===== config.mk =====
export PLATFORM = sky130hd
export DESIGN_NAME = asram_wr_ctrl
export DESIGN_NICKNAME = d
export VERILOG_FILES = /design/src/rtl/asram_wr_pkg.sv /design/src/rtl/wr_slot_timer.sv /design/src/rtl/wr_access_engine.sv /design/src/rtl/wr_gap_tracker.sv /design/src/rtl/asram_wr_ctrl.sv
export SDC_FILE = /design/constraint.sdc
export NUM_CORES = 1
export LEC_CHECK = 0
export BUFFER_PORTS_ARGS = -buffer_cell sky130_fd_sc_hd__buf_2
export CAP_MARGIN = 5
export CORE_MARGIN = 3
export CORE_UTILIZATION = 50
export CTS_BUF_LIST = sky130_fd_sc_hd__clkbuf_16
export CTS_CLUSTER_DIAMETER = 80
export DETAILED_ROUTE_END_ITERATION = 10
export PLACE_DENSITY_LB_ADDON = 0.08
export SETUP_SLACK_MARGIN = 0.5
export SLEW_MARGIN = 10
export SYNTH_ARGS = -nofsm -noshare
export SYNTH_HDL_FRONTEND = slang
export SYNTH_HIERARCHICAL = 1
export SYNTH_SLANG_ARGS = --single-unit

===== constraint.sdc =====
create_clock -name clk -period 7.2 [get_ports clk]
set_input_delay 1.08 -clock clk [delete_from_list [all_inputs] [get_ports clk]]
set_output_delay 1.08 -clock clk [all_outputs]
set_load 0.01 [all_outputs]

===== src/rtl/asram_wr_pkg.sv =====
package asram_wr_pkg;

   typedef enum logic [1:0] {
      PH_IDLE   = 2'd0,
      PH_SETUP  = 2'd1,
      PH_ACCESS = 2'd2,
      PH_HOLD   = 2'd3
   } wr_phase_e;

endpackage


===== src/rtl/wr_slot_timer.sv =====
module wr_slot_timer #(
   parameter int SLOT = 5,
   localparam int SW = (SLOT > 1) ? $clog2(SLOT) : 1
) (
   input  logic clk,
   input  logic rst_n,
   output logic slot_last
);
   logic [SW-1:0] slot_q;

   always_ff @(posedge clk or negedge rst_n) begin
      if (!rst_n)
         slot_q <= '0;
      else if (slot_q == SW'(SLOT - 1))
         slot_q <= '0;
      else
         slot_q <= slot_q + 1'b1;
   end

   assign slot_last = (slot_q == SW'(SLOT - 1));
endmodule


===== src/rtl/wr_access_engine.sv =====
module wr_access_engine
   import asram_wr_pkg::*;
#(
   parameter int CNT_W = 4
) (
   input  logic             clk,
   input  logic             rst_n,
   input  logic             start,
   input  logic [CNT_W-1:0] t_setup,
   input  logic [CNT_W-1:0] t_access,
   input  logic [CNT_W-1:0] t_hold,
   output logic             active,
   output logic             strobe,
   output logic             last
);
   wr_phase_e        ph_q;
   logic [CNT_W-1:0] cnt_q;
   logic [CNT_W-1:0] acc_q;
   logic [CNT_W-1:0] hold_q;
   logic [CNT_W-1:0] s_eff;
   logic [CNT_W-1:0] a_eff;

   assign s_eff = (t_setup == '0) ? CNT_W'(1) : t_setup;
   assign a_eff = (t_access == '0) ? CNT_W'(1) : t_access;

   always_ff @(posedge clk or negedge rst_n) begin
      if (!rst_n) begin
         ph_q   <= PH_IDLE;
         cnt_q  <= '0;
         acc_q  <= CNT_W'(1);
         hold_q <= '0;
      end else if (start) begin
         ph_q   <= PH_SETUP;
         cnt_q  <= s_eff - 1'b1;
         acc_q  <= a_eff;
         hold_q <= t_hold;
      end else begin
         unique case (ph_q)
            PH_SETUP: begin
               if (cnt_q == '0) begin
                  ph_q  <= PH_ACCESS;
                  cnt_q <= acc_q - 1'b1;
               end else begin
                  cnt_q <= cnt_q - 1'b1;
               end
            end
            PH_ACCESS: begin
               if (cnt_q == '0) begin
                  if (hold_q == '0) begin
                     ph_q <= PH_IDLE;
                  end else begin
                     ph_q  <= PH_HOLD;
                     cnt_q <= hold_q - 1'b1;
                  end
               end else begin
                  cnt_q <= cnt_q - 1'b1;
               end
            end
            PH_HOLD: begin
               if (cnt_q == '0)
                  ph_q <= PH_IDLE;
               else
                  cnt_q <= cnt_q - 1'b1;
            end
            default: ph_q <= PH_IDLE;
         endcase
      end
   end

   assign active = (ph_q != PH_IDLE);
   assign strobe = (ph_q == PH_ACCESS);
   assign last   = ((ph_q == PH_ACCESS) && (cnt_q == '0) && (hold_q == '0)) ||
                   ((ph_q == PH_HOLD) && (cnt_q == '0));
endmodule


===== src/rtl/wr_gap_tracker.sv =====
module wr_gap_tracker #(
   parameter int CNT_W  = 4,
   parameter int BANK_W = 2,
   localparam int GW = CNT_W + 1
) (
   input  logic              clk,
   input  logic              rst_n,
   input  logic              busy,
   input  logic              accept,
   input  logic [BANK_W-1:0] req_bank,
   input  logic [CNT_W-1:0]  turn,
   output logic              bank_ok
);
   logic [GW-1:0]     idle_q;
   logic [GW-1:0]     gap_now;
   logic [BANK_W-1:0] prev_bank_q;

   always_ff @(posedge clk or negedge rst_n) begin
      if (!rst_n)
         idle_q <= '1;
      else if (busy)
         idle_q <= '0;
      else if (idle_q != '1)
         idle_q <= idle_q + 1'b1;
   end

   always_ff @(posedge clk or negedge rst_n) begin
      if (!rst_n)
         prev_bank_q <= '0;
      else if (accept)
         prev_bank_q <= req_bank;
   end

   always_comb begin
      if (busy)
         gap_now = '0;
      else if (idle_q == '1)
         gap_now = idle_q;
      else
         gap_now = idle_q + 1'b1;
   end

   assign bank_ok = (req_bank == prev_bank_q) || (gap_now >= {1'b0, turn});
endmodule


===== src/rtl/asram_wr_ctrl.sv =====
module asram_wr_ctrl #(
   parameter int ADDR_W = 24,
   parameter int DATA_W = 32,
   parameter int NBANK  = 4,
   parameter int CNT_W  = 4,
   parameter int SLOT   = 5,
   localparam int BE_W   = DATA_W / 8,
   localparam int BANK_W = (NBANK > 1) ? $clog2(NBANK) : 1
) (
   input  logic              clk,
   input  logic              rst_n,
   input  logic              req_valid,
   output logic              req_ready,
   input  logic [BANK_W-1:0] req_bank,
   input  logic [ADDR_W-1:0] req_addr,
   input  logic [DATA_W-1:0] req_data,
   input  logic [BE_W-1:0]   req_be,
   input  logic [CNT_W-1:0]  cfg_setup,
   input  logic [CNT_W-1:0]  cfg_access,
   input  logic [CNT_W-1:0]  cfg_hold,
   input  logic [CNT_W-1:0]  cfg_turn,
   output logic [NBANK-1:0]  mem_sel_n,
   output logic [ADDR_W-1:0] mem_addr,
   output logic [DATA_W-1:0] mem_data,
   output logic [BE_W-1:0]   mem_be_n,
   output logic              mem_we_n
);
   generate
      if (DATA_W % 8 != 0) begin : g_bad_data_w
         $error("DATA_W must be a multiple of 8");
      end
      if (SLOT < 2) begin : g_bad_slot
         $error("SLOT must be at least 2");
      end
      if (NBANK < 1) begin : g_bad_nbank
         $error("NBANK must be at least 1");
      end
   endgenerate

   logic              slot_last;
   logic              busy;
   logic              strobe;
   logic              last;
   logic              bank_ok;
   logic              accept;
   logic [ADDR_W-1:0] addr_q;
   logic [DATA_W-1:0] data_q;
   logic [BE_W-1:0]   be_q;
   logic [BANK_W-1:0] bank_q;

   wr_slot_timer #(.SLOT(SLOT)) u_slot (
      .clk       (clk),
      .rst_n     (rst_n),
      .slot_last (slot_last)
   );

   wr_access_engine #(.CNT_W(CNT_W)) u_eng (
      .clk      (clk),
      .rst_n    (rst_n),
      .start    (accept),
      .t_setup  (cfg_setup),
      .t_access (cfg_access),
      .t_hold   (cfg_hold),
      .active   (busy),
      .strobe   (strobe),
      .last     (last)
   );

   wr_gap_tracker #(.CNT_W(CNT_W), .BANK_W(BANK_W)) u_gap (
      .clk      (clk),
      .rst_n    (rst_n),
      .busy     (busy),
      .accept   (accept),
      .req_bank (req_bank),
      .turn     (cfg_turn),
      .bank_ok  (bank_ok)
   );

   assign req_ready = slot_last && (!busy || last) && bank_ok;
   assign accept    = req_valid && req_ready;

   always_ff @(posedge clk or negedge rst_n) begin
      if (!rst_n) begin
         addr_q <= '0;
         data_q <= '0;
         be_q   <= '0;
         bank_q <= '0;
      end else if (accept) begin
         addr_q <= req_addr;
         data_q <= req_data;
         be_q   <= req_be;
         bank_q <= req_bank;
      end
   end

   assign mem_addr = addr_q;
   assign mem_data = data_q;
   assign mem_be_n = ~be_q;
   assign mem_we_n = ~strobe;

   generate
      if (NBANK == 1) begin : g_single
         assign mem_sel_n[0] = ~busy;
      end else begin : g_multi
         for (genvar b = 0; b < NBANK; b++) begin : g_sel
            assign mem_sel_n[b] = ~(busy && (bank_q == BANK_W'(b)));
         end
      end
   endgenerate
endmodule


# After elaboration in Yosys (flattened, before gate mapping)
# Cells that the tools add are included.
[word_totals]
ff_bits = 84
input_bits = 81
out_inout_bits = 66
wordCells = 81
[op_classes]
add_sub_neg = 6
magnitude_cmp = 1
eq_ne = 15
muxes = 19
n_bitwise = 6
reduce_logical = 24
[ops]
columns = ["operator", "count"]
rows = [
  ["$mux W4", 7],
  ["$mux W5", 4],
  ["$logic_not A4 Y1", 4],
  ["$sub A4 B1 Y4 const B", 4],
  ["$pmux W4 S3", 1],
  ["$logic_and A1 B1 Y1", 10],
  ["$mux W2", 5],
  ["$eq A2 B2 Y1 const B", 4],
  ["$ne A3 B2 Y1 const B", 2],
  ["$pmux W2 S3", 1],
  ["$reduce_and A3 Y1", 2],
  ["$add A5 B1 Y5 const B", 1],
  ["$eq A5 B5 Y1 const B", 1],
  ["$ge A5 B4 Y1", 1],
  ["$ne A5 B5 Y1 const B", 1],
  ["$not A1 Y1", 5],
  ["$eq A2 B1 Y1 const B", 2],
  ["$ne A4 B4 Y1 const B", 1],
  ["$not A4 Y4", 1],
  ["$reduce_bool A2 Y1", 2],
  ["$reduce_bool A4 Y1", 1],
  ["$add A3 B1 Y3 const B", 1],
  ["$eq A3 B3 Y1 const B", 1],
  ["$logic_or A1 B1 Y1", 3],
  ["other kinds (6)", 6],
]

# Logic depth before layout (Yosys ltp)
# Gate-level depths: netlist of run 1.
[depth]
ltp_word = 10
mapped_depth = 17
mapped_depth_nobuf = 16

# Hierarchy
# Netlist of run 1, hierarchy kept.
[modules_own_cells]
columns = ["mod", "instances", "cells_each", "area_each_um2", "seq_area_each_um2"]
rows = [
  ["asram_wr_ctrl", 1, 143, 2406.1, 1551.5],
  ["wr_access_engine", 1, 110, 999.7, 351.6],
  ["wr_gap_tracker", 1, 47, 471.7, 181.4],
  ["wr_slot_timer", 1, 11, 136.4, 75.1],
]

# Worst setup path after synthesis of run 1
# OpenSTA, ideal clock, no wires.
[synth_path]
kind = "reg-to-reg"
startpoint = "reg u_gap.idle_q[0]"
endpoint = "reg u_eng.acc_q[2]"
t_arrival_ns = 3.421
slack_ns = 3.654
stages_incl_launch_ff = 16
path_buffers = 2
path_cell_list = "dfstp_2 > ha_1 > and3_1 > ha_1 > xnor2_1 > nor2b_1 > inv_1 > ha_1 > nand2b_1 > a211oi_1 > o21ai_0 > o2111ai_4 > buf_6 > inv_1 > buf_1 > mux2_2"
[synth_between]
elab_chain_len = 7
elab_cells_between_ends = 8
classes_between = "add/sub (1); order compare (1); eq/ne (1); mux (2); reduce/logical (3)"
[synth_lines]
columns = ["element", "line_no", "text"]
rows = [
  ["from (decl)", "wr_gap_tracker.sv:14", "logic [GW-1:0] idle_q;"],
  ["from (signal assigned)", "wr_gap_tracker.sv:24", "idle_q <= idle_q + 1'b1;"],
  ["$add A5 B1 Y5 / $eq A5 B5 Y1 (equally long branches)", "wr_gap_tracker.sv:40, wr_gap_tracker.sv:37", ""],
  ["$mux W5 *", "wr_gap_tracker.sv:37", "else if (idle_q == '1)"],
  ["$mux W5 *", "wr_gap_tracker.sv:35", "if (busy)"],
  ["$ge A5 B4 Y1 *", "wr_gap_tracker.sv:43", "assign bank_ok = (req_bank == prev_bank_q) || (gap_now >= {1'b0, turn});"],
  ["$logic_or A1 B1 Y1 *", "wr_gap_tracker.sv:43", ""],
  ["named net bank_ok", "asram_wr_ctrl.sv:44", "logic bank_ok;"],
  ["$logic_and A1 B1 Y1 *", "asram_wr_ctrl.sv:79", "assign req_ready = slot_last && (!busy || last) && bank_ok;"],
  ["$logic_and A1 B1 Y1 *", "asram_wr_ctrl.sv:80", "assign accept = req_valid && req_ready;"],
  ["named net accept", "asram_wr_ctrl.sv:45", "logic accept;"],
  ["to (signal assigned)", "wr_access_engine.sv:30", "acc_q <= CNT_W'(1);"],
  ["to (signal assigned)", "wr_access_engine.sv:35", "acc_q <= a_eff;"],
  ["to (decl)", "wr_access_engine.sv:18", "logic [CNT_W-1:0] acc_q;"],
]
# Mark *: on every way through the listed nets, which the timed path passes. The rest lies on a longest branch.
# A chain may end at the register's enable or synchronous reset.

# Worst setup path after layout of run 1
[layout_path]
startpoint = "reg u_gap.idle_q[0]"
endpoint = "reg u_eng.cnt_q[0]"
[layout_between]
elab_chain_len = 9
elab_cells_between_ends = 13
classes_between = "add/sub (1); order compare (1); eq/ne (3); mux (3); reduce/logical (5)"
[layout_lines]
columns = ["element", "line_no", "text"]
rows = [
  ["$add A5 B1 Y5 / $eq A5 B5 Y1 (equally long branches)", "wr_gap_tracker.sv:40, wr_gap_tracker.sv:37", ""],
  ["$mux W5 *", "wr_gap_tracker.sv:37", ""],
  ["$mux W5 *", "wr_gap_tracker.sv:35", ""],
  ["$ge A5 B4 Y1 *", "wr_gap_tracker.sv:43", ""],
  ["$logic_or A1 B1 Y1 *", "wr_gap_tracker.sv:43", ""],
  ["named net bank_ok", "asram_wr_ctrl.sv:44", ""],
  ["$logic_and A1 B1 Y1 *", "asram_wr_ctrl.sv:79", ""],
  ["$logic_and A1 B1 Y1 *", "asram_wr_ctrl.sv:80", ""],
  ["named net accept", "asram_wr_ctrl.sv:45", ""],
  ["$ne A4 B4 Y1 (no line) (tied with other cells)", "n/a", ""],
  ["$reduce_and A3 Y1 (no line)", "n/a", ""],
  ["to (signal assigned)", "wr_access_engine.sv:53", "cnt_q <= hold_q - 1'b1;"],
  ["to (signal assigned)", "wr_access_engine.sv:56", "cnt_q <= cnt_q - 1'b1;"],
  ["to (signal assigned)", "wr_access_engine.sv:63", "cnt_q <= cnt_q - 1'b1;"],
  ["to (decl)", "wr_access_engine.sv:17", "logic [CNT_W-1:0] cnt_q;"],
]
# Marks and branches as above.

==> results of run 1 <==
per-layer routing:
layer / up-vias / share of wire / global-route usage
li1: 1378 / - / -
met1: 1387 / 0.41 / 0.2486
met2: 77 / 0.50 / 0.3167
met3: 10 / 0.072 / 0.06551
met4: 2 / 0.014 / 0.07109
met5: - / 0.0015 / 0
report_power, final:
group          switching, uW  internal (uW)
Combinational            490            524
Clock                    182            302
Sequential               139            736
worst paths after layout:
check | slack [ps] | depth (start not counted) | startpoint | to
max in group asynchronous | 5530 | 1 | rst_n | mem_data[1]$_DFFE_PN0P_
max reg2reg | 2560 | 17 | u_gap/idle_q[0]$_DFFE_PN1P_ | u_eng/cnt_q[0]$_DFFE_PN0P_
min in group asynchronous | 950 | 1 | rst_n | mem_addr[10]$_DFFE_PN0P_
min reg2reg | 460 | 1 | u_slot/slot_q[0]$_DFF_PN0_ | u_slot/slot_q[0]$_DFF_PN0_
max | 2560 | 17 | u_gap/idle_q[0]$_DFFE_PN1P_ | u_eng/cnt_q[0]$_DFFE_PN0P_
min | 460 | 1 | u_slot/slot_q[0]$_DFF_PN0_ | u_slot/slot_q[0]$_DFF_PN0_
flip-flops by register name, summed over array words and instances (netlist names):
| signal | cells |
|---|---|
| u_eng/hold_q | 4 |
| mem_data | 32 |
| u_slot/slot_q | 3 |
| u_gap/prev_bank_q | 2 |
| mem_addr | 24 |
| u_eng/cnt_q | 4 |
| u_gap/idle_q | 5 |
| u_eng/acc_q | 4 |
| be_q | 4 |
| u_eng/ph_q | 2 |
| bank_q | 2 |
Yosys cell counts (all sizes together) (2+ instances only):
library cell | instances | share of area
o21ai | 10 | 0.012
xor2 | 3 | 0.0065
nor2 | 14 | 0.013
dfstp | 6 | 0.039
inv | 27 | 0.025
a21oi | 9 | 0.011
nor3 | 4 | 0.0050
o211ai | 2 | 0.0037
or4bb | 2 | 0.0056
nand2 | 9 | 0.0084
and2 | 2 | 0.0044
or3b | 3 | 0.0065
o211a | 2 | 0.0050
nand2b | 3 | 0.0047
xnor2 | 7 | 0.015
a211oi | 3 | 0.0056
ha | 18 | 0.056
nand3b | 2 | 0.0037
a22oi | 3 | 0.0056
nand3 | 4 | 0.0050
nor2b | 2 | 0.0031
dfrtp | 80 | 0.50
buf | 9 | 0.022
mux2i | 3 | 0.0075
mux2 | 68 | 0.19
or3 | 4 | 0.0075
per-stage QoR:
stage | area [sq um] | util
floorplan | 4014 | -
CTS | 5105 | 0.6572
detailed placement | 4791 | 0.6168
finish | 5105 | 0.6572
global placement | 4791 | 0.6168
global route | 5105 | 0.6572
placed cells by master, fill, tap and decap left out, types with 2 or more instances in the layout:
cell type	instances
sky130_fd_sc_hd__a211oi_1	3
sky130_fd_sc_hd__a21oi_1	9
sky130_fd_sc_hd__a22oi_1	3
sky130_fd_sc_hd__and2_4	2
sky130_fd_sc_hd__buf_2	145
sky130_fd_sc_hd__buf_4	2
sky130_fd_sc_hd__bufinv_16	2
sky130_fd_sc_hd__clkbuf_16	9
sky130_fd_sc_hd__clkinv_1	2
sky130_fd_sc_hd__dfrtp_1	80
sky130_fd_sc_hd__dfstp_2	6
sky130_fd_sc_hd__ha_1	18
sky130_fd_sc_hd__inv_1	27
sky130_fd_sc_hd__mux2_1	10
sky130_fd_sc_hd__mux2_2	58
sky130_fd_sc_hd__mux2i_1	3
sky130_fd_sc_hd__nand2_1	9
sky130_fd_sc_hd__nand2b_1	3
sky130_fd_sc_hd__nand3_1	4
sky130_fd_sc_hd__nand3b_1	2
sky130_fd_sc_hd__nor2_1	14
sky130_fd_sc_hd__nor2b_1	2
sky130_fd_sc_hd__nor3_1	4
sky130_fd_sc_hd__o211a_1	2
sky130_fd_sc_hd__o211ai_1	2
sky130_fd_sc_hd__o21ai_0	10
sky130_fd_sc_hd__or3_1	3
sky130_fd_sc_hd__or3b_1	2
sky130_fd_sc_hd__or4bb_1	2
sky130_fd_sc_hd__xnor2_1	7
sky130_fd_sc_hd__xor2_1	3
layout make-up:
type	instances	area (sq um)	share of cell area
clock buffers	9	225.2	0.04412
clock inverters	7	88.84	0.01740
inverters	27	101.3	0.01985
multi-input cells	188	1662	0.3255
flip-flops and latches	86	2160	0.4230
well taps	102	127.6	0.02500
repair buffers	147	740.7	0.1451
worst register-to-register path, cell delays in order, from the launching register on:
cell and delay [ps]:
sky130_fd_sc_hd__dfstp_2 550, sky130_fd_sc_hd__ha_1 160, sky130_fd_sc_hd__and3_1 180, sky130_fd_sc_hd__ha_1 290, sky130_fd_sc_hd__xnor2_1 150, sky130_fd_sc_hd__nor2b_1 190, sky130_fd_sc_hd__inv_1 60, sky130_fd_sc_hd__ha_1 260
sky130_fd_sc_hd__nand2b_1 140, sky130_fd_sc_hd__a211oi_1 220, sky130_fd_sc_hd__o21ai_0 210, sky130_fd_sc_hd__o2111ai_4 130, sky130_fd_sc_hd__buf_4 640, sky130_fd_sc_hd__inv_1 620, sky130_fd_sc_hd__inv_1 260, sky130_fd_sc_hd__o21ai_0 130
sky130_fd_sc_hd__a221oi_1 220, sky130_fd_sc_hd__o21ai_0 130
logic make-up after synthesis:
kind of cell               Yosys count  share of synthesized area
buffers and inverters               37                    0.04800
DFF                                 86                     0.5380
and+or+nand+nor                     53                    0.07419
muxes                               71                     0.1983
AOI/OAI and AO/OA                   36                    0.06359
xor gates and xnor gates            10                    0.02182
adders and majority gates           18                    0.05611
==> impl_metrics.prom, run 1 <==
# TYPE chip_impl_metric gauge
chip_impl_info{name="outcome",value="completed"} 1
chip_impl_metric{name="die_w",unit="um"} 95.60
chip_impl_metric{name="floorplan.rows",unit=""} 32
chip_impl_metric{name="fill_cells",unit=""} 641
chip_impl_metric{name="route.vias.total",unit=""} 2854
chip_impl_info{name="crit_slowest_cell",value="sky130_fd_sc_hd__buf_4"} 1
chip_impl_metric{name="grt_usage",unit=""} 0.1972
chip_impl_info{name="ys.flop_type",value="sky130_fd_sc_hd__dfrtp_1"} 1
chip_impl_metric{name="antenna_left",unit=""} 0
chip_impl_metric{name="worstPathRequired",unit="ps"} 7400
chip_impl_metric{name="wire_per_inst",unit="um"} 15.05
chip_impl_metric{name="timing.final.setup_violations",unit=""} 0
chip_impl_metric{name="drv_slew",unit=""} 0
chip_impl_metric{name="grt_pass1_vias",unit=""} 2976
chip_impl_metric{name="number_of_flip_flops_and_latches_in_the_synthesized_netlist",unit=""} 86
chip_impl_info{name="grt_setup_unrepaired",value="no"} 1
chip_impl_metric{name="fin_worst_hold_slack",unit="ps"} 464.6
chip_impl_metric{name="cts_hold_buffers",unit=""} 0
chip_impl_metric{name="boundaryPins",unit=""} 147
chip_impl_metric{name="synth_sequential_area_ratio",unit=""} 0.5380
chip_impl_metric{name="timing.setup.tns",unit="ps"} 0
chip_impl_metric{name="edff_count_synth",unit=""} 0
chip_impl_metric{name="synth_area_per_cell",unit="sq um"} 12.91
chip_impl_metric{name="fin_worst_skew",unit="ps"} 5.801
chip_impl_info{name="worst-setup-path-type",value="register to register"} 1
chip_impl_metric{name="clock_sink_count",unit=""} 86
chip_impl_metric{name="layout-drive-gt1-share",unit=""} 0.4957
chip_impl_metric{name="numCtsBuffers",unit=""} 9
chip_impl_metric{name="power.static_leakage",unit="uW"} 0.002486
chip_impl_metric{name="peakVddDrop",unit="uV"} 234.7
chip_impl_metric{name="gp_congestion",unit=""} 0.8506
chip_impl_metric{name="placed_cells_incl_taps",unit=""} 550
chip_impl_metric{name="critical_path_arrival",unit="ps"} 4840
chip_impl_metric{name="n_antenna_cell",unit=""} 0
chip_impl_metric{name="final_net_count",unit=""} 558
chip_impl_metric{name="detailed_place_hpwl",unit="um"} 6185
chip_impl_metric{name="drt-vias-per-instance",unit=""} 5.042
chip_impl_metric{name="floorplan_die_height",unit="um"} 95.60
chip_impl_metric{name="critical_path_buf_inv_count",unit=""} 4
chip_impl_metric{name="globalRouteOverflowTotal",unit=""} 0
chip_impl_metric{name="pre_cts_ws",unit="ps"} 2592
chip_impl_metric{name="drt_first_pass_iters",unit=""} 4
chip_impl_info{name="timing.critical_path.from_type",value="register"} 1
chip_impl_metric{name="postCtsResizedCells",unit=""} 0
chip_impl_metric{name="clock_tree.htree_level_count",unit=""} 3
chip_impl_metric{name="grt_max_degree",unit=""} 87
chip_impl_info{name="timing.critical_path.to_type",value="register"} 1
chip_impl_metric{name="areaGrowthSynthToFinish",unit="%"} 27.18
chip_impl_info{name="timing.hold.worst.class",value="register to register"} 1
chip_impl_metric{name="p_total",unit="uW"} 2373
chip_impl_metric{name="timing.max_cap.violations",unit=""} 0
chip_impl_metric{name="cts_setup_buffers",unit=""} 0
chip_impl_info{name="cells_along_the_critical_path",value="ha_1 -> and3_1 -> ha_1 -> xnor2_1 -> nor2b_1 -> inv_1 -> ha_1 -> nand2b_1 -> a211oi_1 -> o21ai_0 -> o2111ai_4 -> buf_4 -> inv_1 -> inv_1 -> o21ai_0 -> a221oi_1 -> o21ai_0"} 1
chip_impl_metric{name="totalWireLength",unit="um"} 8521
chip_impl_metric{name="relSlewSlack",unit=""} 0.2735
chip_impl_info{name="tritoncts_clock_tree",value="yes"} 1
chip_impl_metric{name="asyncSetResetFlopFracSynth",unit=""} 1.000
chip_impl_metric{name="grt_antenna_before_repair",unit=""} 1
chip_impl_metric{name="setup_slack",unit="ps"} 2561
chip_impl_metric{name="net_count_synth",unit=""} 410
chip_impl_metric{name="syn-cell-area",unit="sq um"} 4014
chip_impl_info{name="critical_path.top_delay_family",value="buffers and inverters"} 1
chip_impl_info{name="clock-root-buffer",value="sky130_fd_sc_hd__clkbuf_16"} 1
chip_impl_metric{name="critical_path.max_fanout",unit=""} 63
chip_impl_metric{name="synthesis.instances",unit=""} 311
chip_impl_metric{name="clock_insertion_delay_worst_skew",unit="ps"} 330
chip_impl_metric{name="floorplan.die_area",unit="sq um"} 9138
chip_impl_metric{name="initial_core_util",unit=""} 0.5168
chip_impl_metric{name="maximum_frequency_from_static_timing_analysis",unit="MHz"} 215.6
chip_impl_metric{name="dr.first_iter.drc_count",unit=""} 102
chip_impl_metric{name="remaining_drc_errors",unit=""} 0
chip_impl_metric{name="cts_buffer_depth",unit=""} 2
chip_impl_metric{name="synth.lib_cells_used.distinct",unit=""} 44
chip_impl_metric{name="final.min_clock_period",unit="ps"} 4639
chip_impl_metric{name="powerDensity",unit="nW/um^2"} 464.9
chip_impl_metric{name="placement.io_buffers",unit=""} 146
chip_impl_metric{name="cts.reportedPaths.clkPinSlew",unit="ps"} 60
chip_impl_metric{name="finalHoldViolations",unit=""} 0
chip_impl_metric{name="core-area",unit="sq um"} 7767
chip_impl_metric{name="grt_pass1_wl",unit="um"} 13860
chip_impl_metric{name="yosys_warnings",unit=""} 6
chip_impl_metric{name="post_layout_nonfiller_instances",unit=""} 566
chip_impl_metric{name="worst-slew-pin-transition",unit="ps"} 1090
chip_impl_metric{name="finalCritPeriodShare",unit=""} 0.6442
chip_impl_metric{name="longest_individual_stage_delay_on_the_worst_path",unit="ps"} 640
(Power assumes the default switching activity.)
==> run 2, diff against run 1 <==
==> constraint.sdc (replaced) <==
create_clock -name clk -period 4.53 [get_ports clk]
set_input_delay 0.6795 -clock clk [delete_from_list [all_inputs] [get_ports clk]]
set_output_delay 0.6795 -clock clk [all_outputs]
set_load 0.01 [all_outputs]
==> impl_metrics.prom, run 2 (same netlist as run 1, synthesis figures left out) <==
# TYPE chip_impl_metric gauge
chip_impl_metric{name="largest_register_ffs",unit=""} 32
chip_impl_metric{name="cts_buffer_depth",unit=""} 2
chip_impl_metric{name="globalRouteOverflowTotal",unit=""} 0
chip_impl_metric{name="power.static_leakage",unit="uW"} 0.002480
chip_impl_metric{name="drv_slew",unit=""} 0
chip_impl_info{name="clock-root-buffer",value="sky130_fd_sc_hd__clkbuf_16"} 1
chip_impl_metric{name="post_layout_nonfiller_instances",unit=""} 568
chip_impl_metric{name="cts_setup_buffers",unit=""} 0
chip_impl_metric{name="finalCritPeriodShare",unit=""} 0.8222
chip_impl_metric{name="numCtsBuffers",unit=""} 9
chip_impl_metric{name="powerDensity",unit="nW/um^2"} 728.6
chip_impl_metric{name="critical_path_buf_inv_count",unit=""} 2
chip_impl_metric{name="die_w",unit="um"} 95.60
chip_impl_metric{name="drt_first_pass_iters",unit=""} 4
chip_impl_info{name="timing.critical_path.to_type",value="output port"} 1
chip_impl_metric{name="placed_cells_incl_taps",unit=""} 552
chip_impl_metric{name="route.met3.wl",unit="um"} 668
chip_impl_metric{name="detailed_place_hpwl",unit="um"} 6437
chip_impl_metric{name="relSlewSlack",unit=""} 0.5218
chip_impl_metric{name="critical_path_arrival",unit="ps"} 3050
chip_impl_metric{name="pre_cts_ws",unit="ps"} 776.0
chip_impl_metric{name="setup_slack",unit="ps"} 805.5
chip_impl_info{name="grt_setup_unrepaired",value="no"} 1
chip_impl_metric{name="initial_core_util",unit=""} 0.5168
chip_impl_metric{name="floorplan_die_height",unit="um"} 95.60
chip_impl_metric{name="grt_pass1_vias",unit=""} 3077
chip_impl_metric{name="grt_max_degree",unit=""} 63
chip_impl_metric{name="core-area",unit="sq um"} 7767
chip_impl_info{name="timing.hold.worst.class",value="primary input to asynchronous set/reset pin"} 1
chip_impl_metric{name="maximum_frequency_from_static_timing_analysis",unit="MHz"} 268.5
chip_impl_metric{name="grt_pass1_wl",unit="um"} 14010
chip_impl_metric{name="totalWireLength",unit="um"} 8583
chip_impl_metric{name="final_net_count",unit=""} 560
chip_impl_metric{name="antenna_left",unit=""} 0
chip_impl_metric{name="grt_usage",unit=""} 0.1960
chip_impl_metric{name="n_antenna_cell",unit=""} 0
chip_impl_info{name="topRoutingLayerUsed",value="met4"} 1
chip_impl_info{name="outcome",value="completed"} 1
chip_impl_metric{name="areaGrowthSynthToFinish",unit="%"} 26.81
chip_impl_info{name="critical_path.top_delay_family",value="adder cells"} 1
chip_impl_metric{name="clock_insertion_delay_worst_skew",unit="ps"} 330
chip_impl_info{name="worst-setup-path-type",value="register to output port"} 1
chip_impl_metric{name="met2_length",unit="um"} 4379
chip_impl_metric{name="layout-drive-gt1-share",unit=""} 0.5021
chip_impl_metric{name="final.min_clock_period",unit="ps"} 3725
chip_impl_metric{name="critical_path.max_fanout",unit=""} 5
chip_impl_metric{name="remaining_drc_errors",unit=""} 0
chip_impl_metric{name="route.vias.total",unit=""} 2890
chip_impl_metric{name="m1WireLength",unit="um"} 3439
chip_impl_metric{name="dr.first_iter.drc_count",unit=""} 56
chip_impl_metric{name="wire_per_inst",unit="um"} 15.11
chip_impl_metric{name="fill_cells",unit=""} 639
chip_impl_info{name="cells_along_the_critical_path",value="ha_1 -> and3_1 -> ha_1 -> xnor2_1 -> nor2b_1 -> inv_1 -> ha_1 -> nand2b_1 -> a211oi_1 -> o21ai_0 -> o211a_1 -> buf_2"} 1
chip_impl_metric{name="final-seq-area",unit="sq um"} 2160
chip_impl_metric{name="core_util_final",unit=""} 0.6553
chip_impl_metric{name="floorplan.die_area",unit="sq um"} 9138
chip_impl_metric{name="floorplan.rows",unit=""} 32
chip_impl_metric{name="peakVddDrop",unit="uV"} 345.7
chip_impl_metric{name="boundaryPins",unit=""} 147
chip_impl_metric{name="cts.reportedPaths.clkPinSlew",unit="ps"} 60
chip_impl_metric{name="grt_antenna_before_repair",unit=""} 0
chip_impl_metric{name="timing.setup.tns",unit="ps"} 0
chip_impl_info{name="layout.cells.most_common_list",value="sky130_fd_sc_hd__buf_2, sky130_fd_sc_hd__dfrtp_1, sky130_fd_sc_hd__mux2_2"} 1
chip_impl_metric{name="drt-vias-per-instance",unit=""} 5.088
chip_impl_metric{name="placement.io_buffers",unit=""} 146
chip_impl_info{name="tritoncts_clock_tree",value="yes"} 1
chip_impl_metric{name="worst-slew-pin-transition",unit="ps"} 715.8
chip_impl_metric{name="longest_individual_stage_delay_on_the_worst_path",unit="ps"} 550
chip_impl_metric{name="clock_sink_count",unit=""} 86
chip_impl_metric{name="clock_tree.htree_level_count",unit=""} 3
chip_impl_metric{name="worstPathRequired",unit="ps"} 3850
chip_impl_metric{name="multi_input_comb_area",unit="sq um"} 1662
chip_impl_metric{name="timing.final.setup_violations",unit=""} 0
chip_impl_info{name="timing.critical_path.from_type",value="register"} 1
chip_impl_info{name="most_prevalent_standard_cell_on_the_critical_path",value="sky130_fd_sc_hd__ha_1"} 1
chip_impl_info{name="crit_slowest_cell",value="sky130_fd_sc_hd__dfstp_2"} 1
chip_impl_metric{name="fin_worst_skew",unit="ps"} 7.740
chip_impl_metric{name="gp_congestion",unit=""} 0.9253
chip_impl_info{name="final_common_cell",value="sky130_fd_sc_hd__buf_2"} 1
chip_impl_metric{name="finalHoldViolations",unit=""} 0
chip_impl_metric{name="timing.max_cap.violations",unit=""} 0
run 2: timing repair:
action	in CTS	in global routing
gates resized for setup	0	1
endpoints found under the hold margin	0	0
hold buffers	0	0
setup endpoints to repair	0	62
run 2: worst paths after layout:
path	from	endpoint	slack, ps	depth (start not counted)
max	u_gap/idle_q[0]$_DFFE_PN1P_	req_ready	810	12
min	rst_n	u_gap/prev_bank_q[1]$_DFFE_PN0P_	320	1
max reg2reg	u_gap/idle_q[0]$_DFFE_PN1P_	u_gap/prev_bank_q[1]$_DFFE_PN0P_	890	14
min reg2reg	u_slot/slot_q[0]$_DFF_PN0_	u_slot/slot_q[0]$_DFF_PN0_	470	1
max in group asynchronous	rst_n	be_q[1]$_DFFE_PN0P_	3240	2
min in group clk	u_slot/slot_q[0]$_DFF_PN0_	u_slot/slot_q[0]$_DFF_PN0_	470	1
run 2: per-stage QoR:
stage          total power (uW)  instance area, sq um  hold slack [ps]
6_report                   3709                  5090            319.8
4_1_cts                    3753                  5086            334.3
3_5_place_dp               3043                  4806            462.7
3_3_place_gp               2983                  4806            452.8
2_1_floorplan              2535                  4014            383.9
5_1_grt                    3988                  5090            352.2
run 2: cell type report:
type                            instances  share of cell area
Timing Repair Buffer                  149              0.1492
Sequential cell                        86              0.4243
Clock inverter                          7             0.01082
Clock buffer                            9             0.04425
Tap cell                              102             0.02507
Multi-Input combinational cell        188              0.3264
Inverter                               27             0.01991
run 2: metal layers:
| metal | GRT usage | up-vias |
|---|---|---|
| li1 | - | 1381 |
| met1 | 0.2324 | 1414 |
| met2 | 0.3306 | 89 |
| met3 | 0.06551 | 6 |
| met4 | 0.07109 | 0 |
| met5 | 0 | - |
run 2: power by group:
part | switching (uW) | internal, uW | leakage [uW] | total, uW
logic | 784 | 840 | 0.00132 | 1620
registers | 222 | 1170 | 0.00102 | 1390
clock network | 314 | 379 | 0.000139 | 693
total | 1320 | 2390 | 0.00248 | 3710
run 2: worst register-to-register path, delay by kind of cell, from the launching register on:
kind                       cells  cell delay, ps
and+or+nand+nor                3             480
DFF                            1             550
xor gates and xnor gates       1             140
muxes                          1             350
buffers and inverters          3             690
adders and majority gates      3             690
AOI/OAI and AO/OA              3             640
==> run 3, diff against run 2 <==
--- a/config.mk
+++ b/config.mk
@@ -8,7 +8,7 @@
 export BUFFER_PORTS_ARGS = -buffer_cell sky130_fd_sc_hd__buf_2
 export CAP_MARGIN = 5
 export CORE_MARGIN = 3
-export CORE_UTILIZATION = 50
+export CORE_UTILIZATION = 45
 export CTS_BUF_LIST = sky130_fd_sc_hd__clkbuf_16
 export CTS_CLUSTER_DIAMETER = 80
 export DETAILED_ROUTE_END_ITERATION = 10
==> constraint.sdc (replaced) <==
create_clock -name clk -period 3.2 [get_ports clk]
set_input_delay 0.48 -clock clk [delete_from_list [all_inputs] [get_ports clk]]
set_output_delay 0.48 -clock clk [all_outputs]
set_load 0.01 [all_outputs]
==> impl_metrics.prom, run 3 (same netlist as run 1, synthesis figures left out) <==
# TYPE chip_impl_metric gauge
chip_impl_metric{name="cts_hold_buffers",unit=""} 0
chip_impl_metric{name="antenna_left",unit=""} 0
chip_impl_metric{name="grt_max_degree",unit=""} 33
chip_impl_metric{name="timing.final.setup_violations",unit=""} 1
chip_impl_metric{name="grt_pass1_wl",unit="um"} 16550
chip_impl_info{name="timing.critical_path.from_type",value="register"} 1
chip_impl_info{name="final_common_cell",value="sky130_fd_sc_hd__buf_2"} 1
chip_impl_metric{name="longest_individual_stage_delay_on_the_worst_path",unit="ps"} 560
chip_impl_metric{name="die_w",unit="um"} 100.4
chip_impl_metric{name="powerDensity",unit="nW/um^2"} 1204
chip_impl_metric{name="drt-vias-per-instance",unit=""} 5.039
chip_impl_info{name="tritoncts_clock_tree",value="yes"} 1
chip_impl_info{name="ff_to_ff_start",value="u_gap/idle_q[0]$_DFFE_PN1P_"} 1
chip_impl_info{name="clock-root-buffer",value="sky130_fd_sc_hd__clkbuf_16"} 1
chip_impl_metric{name="relSlewSlack",unit=""} 0.5563
chip_impl_metric{name="core-area",unit="sq um"} 8423
chip_impl_metric{name="maximum_frequency_from_static_timing_analysis",unit="MHz"} 311.1
chip_impl_info{name="cells_along_the_critical_path",value="ha_4 -> and3_4 -> ha_4 -> xnor2_2 -> nor2b_4 -> inv_2 -> ha_4 -> nand2b_4 -> a211oi_2 -> o21ai_2 -> o211a_1 -> buf_6"} 1
chip_impl_metric{name="timing.max_cap.violations",unit=""} 0
chip_impl_metric{name="floorplan_die_height",unit="um"} 100.4
chip_impl_metric{name="layout.cell_area.non_filler",unit="sq um"} 6314
chip_impl_info{name="outcome",value="finished with violations"} 1
chip_impl_metric{name="floorplan.die_area",unit="sq um"} 10090
chip_impl_info{name="most_prevalent_standard_cell_on_the_critical_path",value="sky130_fd_sc_hd__ha_4"} 1
chip_impl_metric{name="clock_tree.htree_level_count",unit=""} 3
chip_impl_metric{name="peakVddDrop",unit="uV"} 654.2
chip_impl_metric{name="route.vias.total",unit=""} 3114
chip_impl_metric{name="power.static_leakage",unit="uW"} 0.003226
chip_impl_metric{name="clock_insertion_delay_worst_skew",unit="ps"} 330
chip_impl_metric{name="finalCritPeriodShare",unit=""} 1.004
chip_impl_metric{name="setup_slack",unit="ps"} -13.93
chip_impl_metric{name="final_net_count",unit=""} 607
chip_impl_info{name="worst-setup-path-type",value="register to output port"} 1
chip_impl_info{name="grt_setup_unrepaired",value="yes"} 1
chip_impl_metric{name="n_antenna_cell",unit=""} 0
chip_impl_metric{name="route.met3.wl",unit="um"} 630
chip_impl_metric{name="dr.first_iter.drc_count",unit=""} 57
chip_impl_metric{name="timing.setup.tns",unit="ps"} -13.93
chip_impl_metric{name="drv_slew",unit=""} 0
chip_impl_metric{name="detailed_place_hpwl",unit="um"} 6510
chip_impl_info{name="endpoint_of_the_most_critical_register_to_register_path",value="be_q[0]$_DFFE_PN0P_"} 1
chip_impl_metric{name="totalWireLength",unit="um"} 10850
chip_impl_metric{name="initial_core_util",unit=""} 0.4765
chip_impl_metric{name="grt_usage",unit=""} 0.2116
chip_impl_metric{name="placed_cells_incl_taps",unit=""} 556
chip_impl_info{name="timing.critical_path.to_type",value="output port"} 1
chip_impl_metric{name="grt_pass1_vias",unit=""} 3282
chip_impl_info{name="topRoutingLayerUsed",value="met5"} 1
chip_impl_metric{name="cts.reportedPaths.clkPinSlew",unit="ps"} 70
chip_impl_metric{name="areaGrowthSynthToFinish",unit="%"} 57.29
chip_impl_metric{name="boundaryPins",unit=""} 147
chip_impl_metric{name="placement.io_buffers",unit=""} 146
chip_impl_metric{name="post_layout_nonfiller_instances",unit=""} 618
chip_impl_metric{name="critical_path_arrival",unit="ps"} 2730
chip_impl_metric{name="floorplan.rows",unit=""} 33
chip_impl_metric{name="wire_per_inst",unit="um"} 17.56
chip_impl_metric{name="critical_path.max_fanout",unit=""} 5
chip_impl_metric{name="met2_length",unit="um"} 5285
chip_impl_metric{name="cts_buffer_depth",unit=""} 2
chip_impl_metric{name="clock_sink_count",unit=""} 86
chip_impl_metric{name="core_util_final",unit=""} 0.7496
chip_impl_metric{name="fin_worst_skew",unit="ps"} 11.45
chip_impl_metric{name="m1WireLength",unit="um"} 4702
chip_impl_metric{name="finalHoldViolations",unit=""} 0
chip_impl_info{name="violations",value="negative setup slack"} 1
chip_impl_metric{name="gp_congestion",unit=""} 0.8210
chip_impl_metric{name="grt_antenna_before_repair",unit=""} 1
chip_impl_metric{name="setup_slack_of_the_most_critical_reg_to_reg_path",unit="ps"} 60
chip_impl_metric{name="layout-drive-gt1-share",unit=""} 0.6238
chip_impl_metric{name="worst-slew-pin-transition",unit="ps"} 664.1
chip_impl_info{name="timing.hold.worst.class",value="primary input to asynchronous set/reset pin"} 1
chip_impl_metric{name="worstPathRequired",unit="ps"} 2720
chip_impl_metric{name="remaining_drc_errors",unit=""} 0
chip_impl_metric{name="numCtsBuffers",unit=""} 9
chip_impl_metric{name="reg2reg_depth",unit=""} 15
chip_impl_metric{name="globalRouteOverflowTotal",unit=""} 0
chip_impl_metric{name="drt_first_pass_iters",unit=""} 4
chip_impl_metric{name="largest_register_ffs",unit=""} 32
chip_impl_info{name="layout.cells.most_common_list",value="sky130_fd_sc_hd__buf_2, sky130_fd_sc_hd__dfrtp_1, sky130_fd_sc_hd__mux2_4"} 1
chip_impl_metric{name="postPlaceCellArea",unit="sq um"} 5105
chip_impl_info{name="crit_slowest_cell",value="sky130_fd_sc_hd__dfstp_2"} 1
chip_impl_metric{name="fill_cells",unit=""} 576
chip_impl_metric{name="final.min_clock_period",unit="ps"} 3214
[run 3: cell types whose count changed in the layout (fill, tap and decap cells not counted), sizes merged]
cell / before / now
buf: 149 / 193
clkinv: 1 / 5
bufinv: 0 / 2
inv: 32 / 30
clkinvlp: 1 / 0
[run 3: power breakdown]
group,leakage [uW],switching (uW),internal (uW)
clock network,0.000160,442,688
logic,0.00204,1720,2730
registers,0.00102,371,1660
[run 3: cell type report]
cell class	count	area (sq um)	share of cell area
multi-input cells	188	2091	0.3312
flip-flops and latches	86	2160	0.3421
repair buffers	193	1455	0.2305
clock buffers	9	225.2	0.03567
well taps	105	131.4	0.02081
inverters	27	111.4	0.01764
repair inverters	3	43.79	0.006936
clock inverters	7	96.34	0.01526
[run 3: timing repair]
action	CTS	global route
resized for setup	40	45
buffers inserted	27	6
pin swaps	4	13
setup endpoints to repair	78	79
gates cloned	13	0
hold endpoints to repair	0	0
[run 3: worst max path at each step]
stage / endpoint / slack (ps) / depth (start not counted) / from
after floorplan: u_eng/acc_q[2]$_DFFE_PN0P_ / 270 / 15 / u_gap/idle_q[1]$_DFFE_PN1P_
after global placement: mem_addr[0]$_DFFE_PN0P_ / 230 / 13 / u_gap/idle_q[0]$_DFFE_PN1P_
after detailed placement: u_eng/cnt_q[0]$_DFFE_PN0P_ / 120 / 16 / u_gap/idle_q[0]$_DFFE_PN1P_
after CTS: req_ready / 40 / 12 / u_gap/idle_q[1]$_DFFE_PN1P_
after global routing: req_ready / -110 / 12 / u_gap/idle_q[0]$_DFFE_PN1P_
final: req_ready / -10 / 12 / u_gap/idle_q[0]$_DFFE_PN1P_
[run 3: per-layer routing]
layer,GRT usage,up-vias
li1,-,1489
met1,0.2794,1502
met2,0.3344,101
met3,0.05420,20
met4,0.08394,2
met5,0,-
[run 3: per-stage QoR]
step | hold WS (ps) | setup WS [ps] | power (uW)
after floorplan | 184.4 | 270.9 | 4070
after global placement | 418.4 | 232.6 | 4780
after detailed placement | 421.1 | 124.4 | 4828
after CTS | 61.72 | 35.26 | 7239
after global routing | 73.80 | -109.4 | 8016
final | 54.81 | -13.93 | 7604
[run 3: critical path: cells and delay by family, from the launching register on]
kind / cells / cell delay (ps)
flip-flops: 1 / 560
adder cells (fa/ha/maj): 3 / 540
AO/OA/AOI/OAI: 3 / 530
AND/OR/NAND/NOR: 3 / 480
buffers and inverters: 2 / 190
XOR/XNOR: 1 / 110
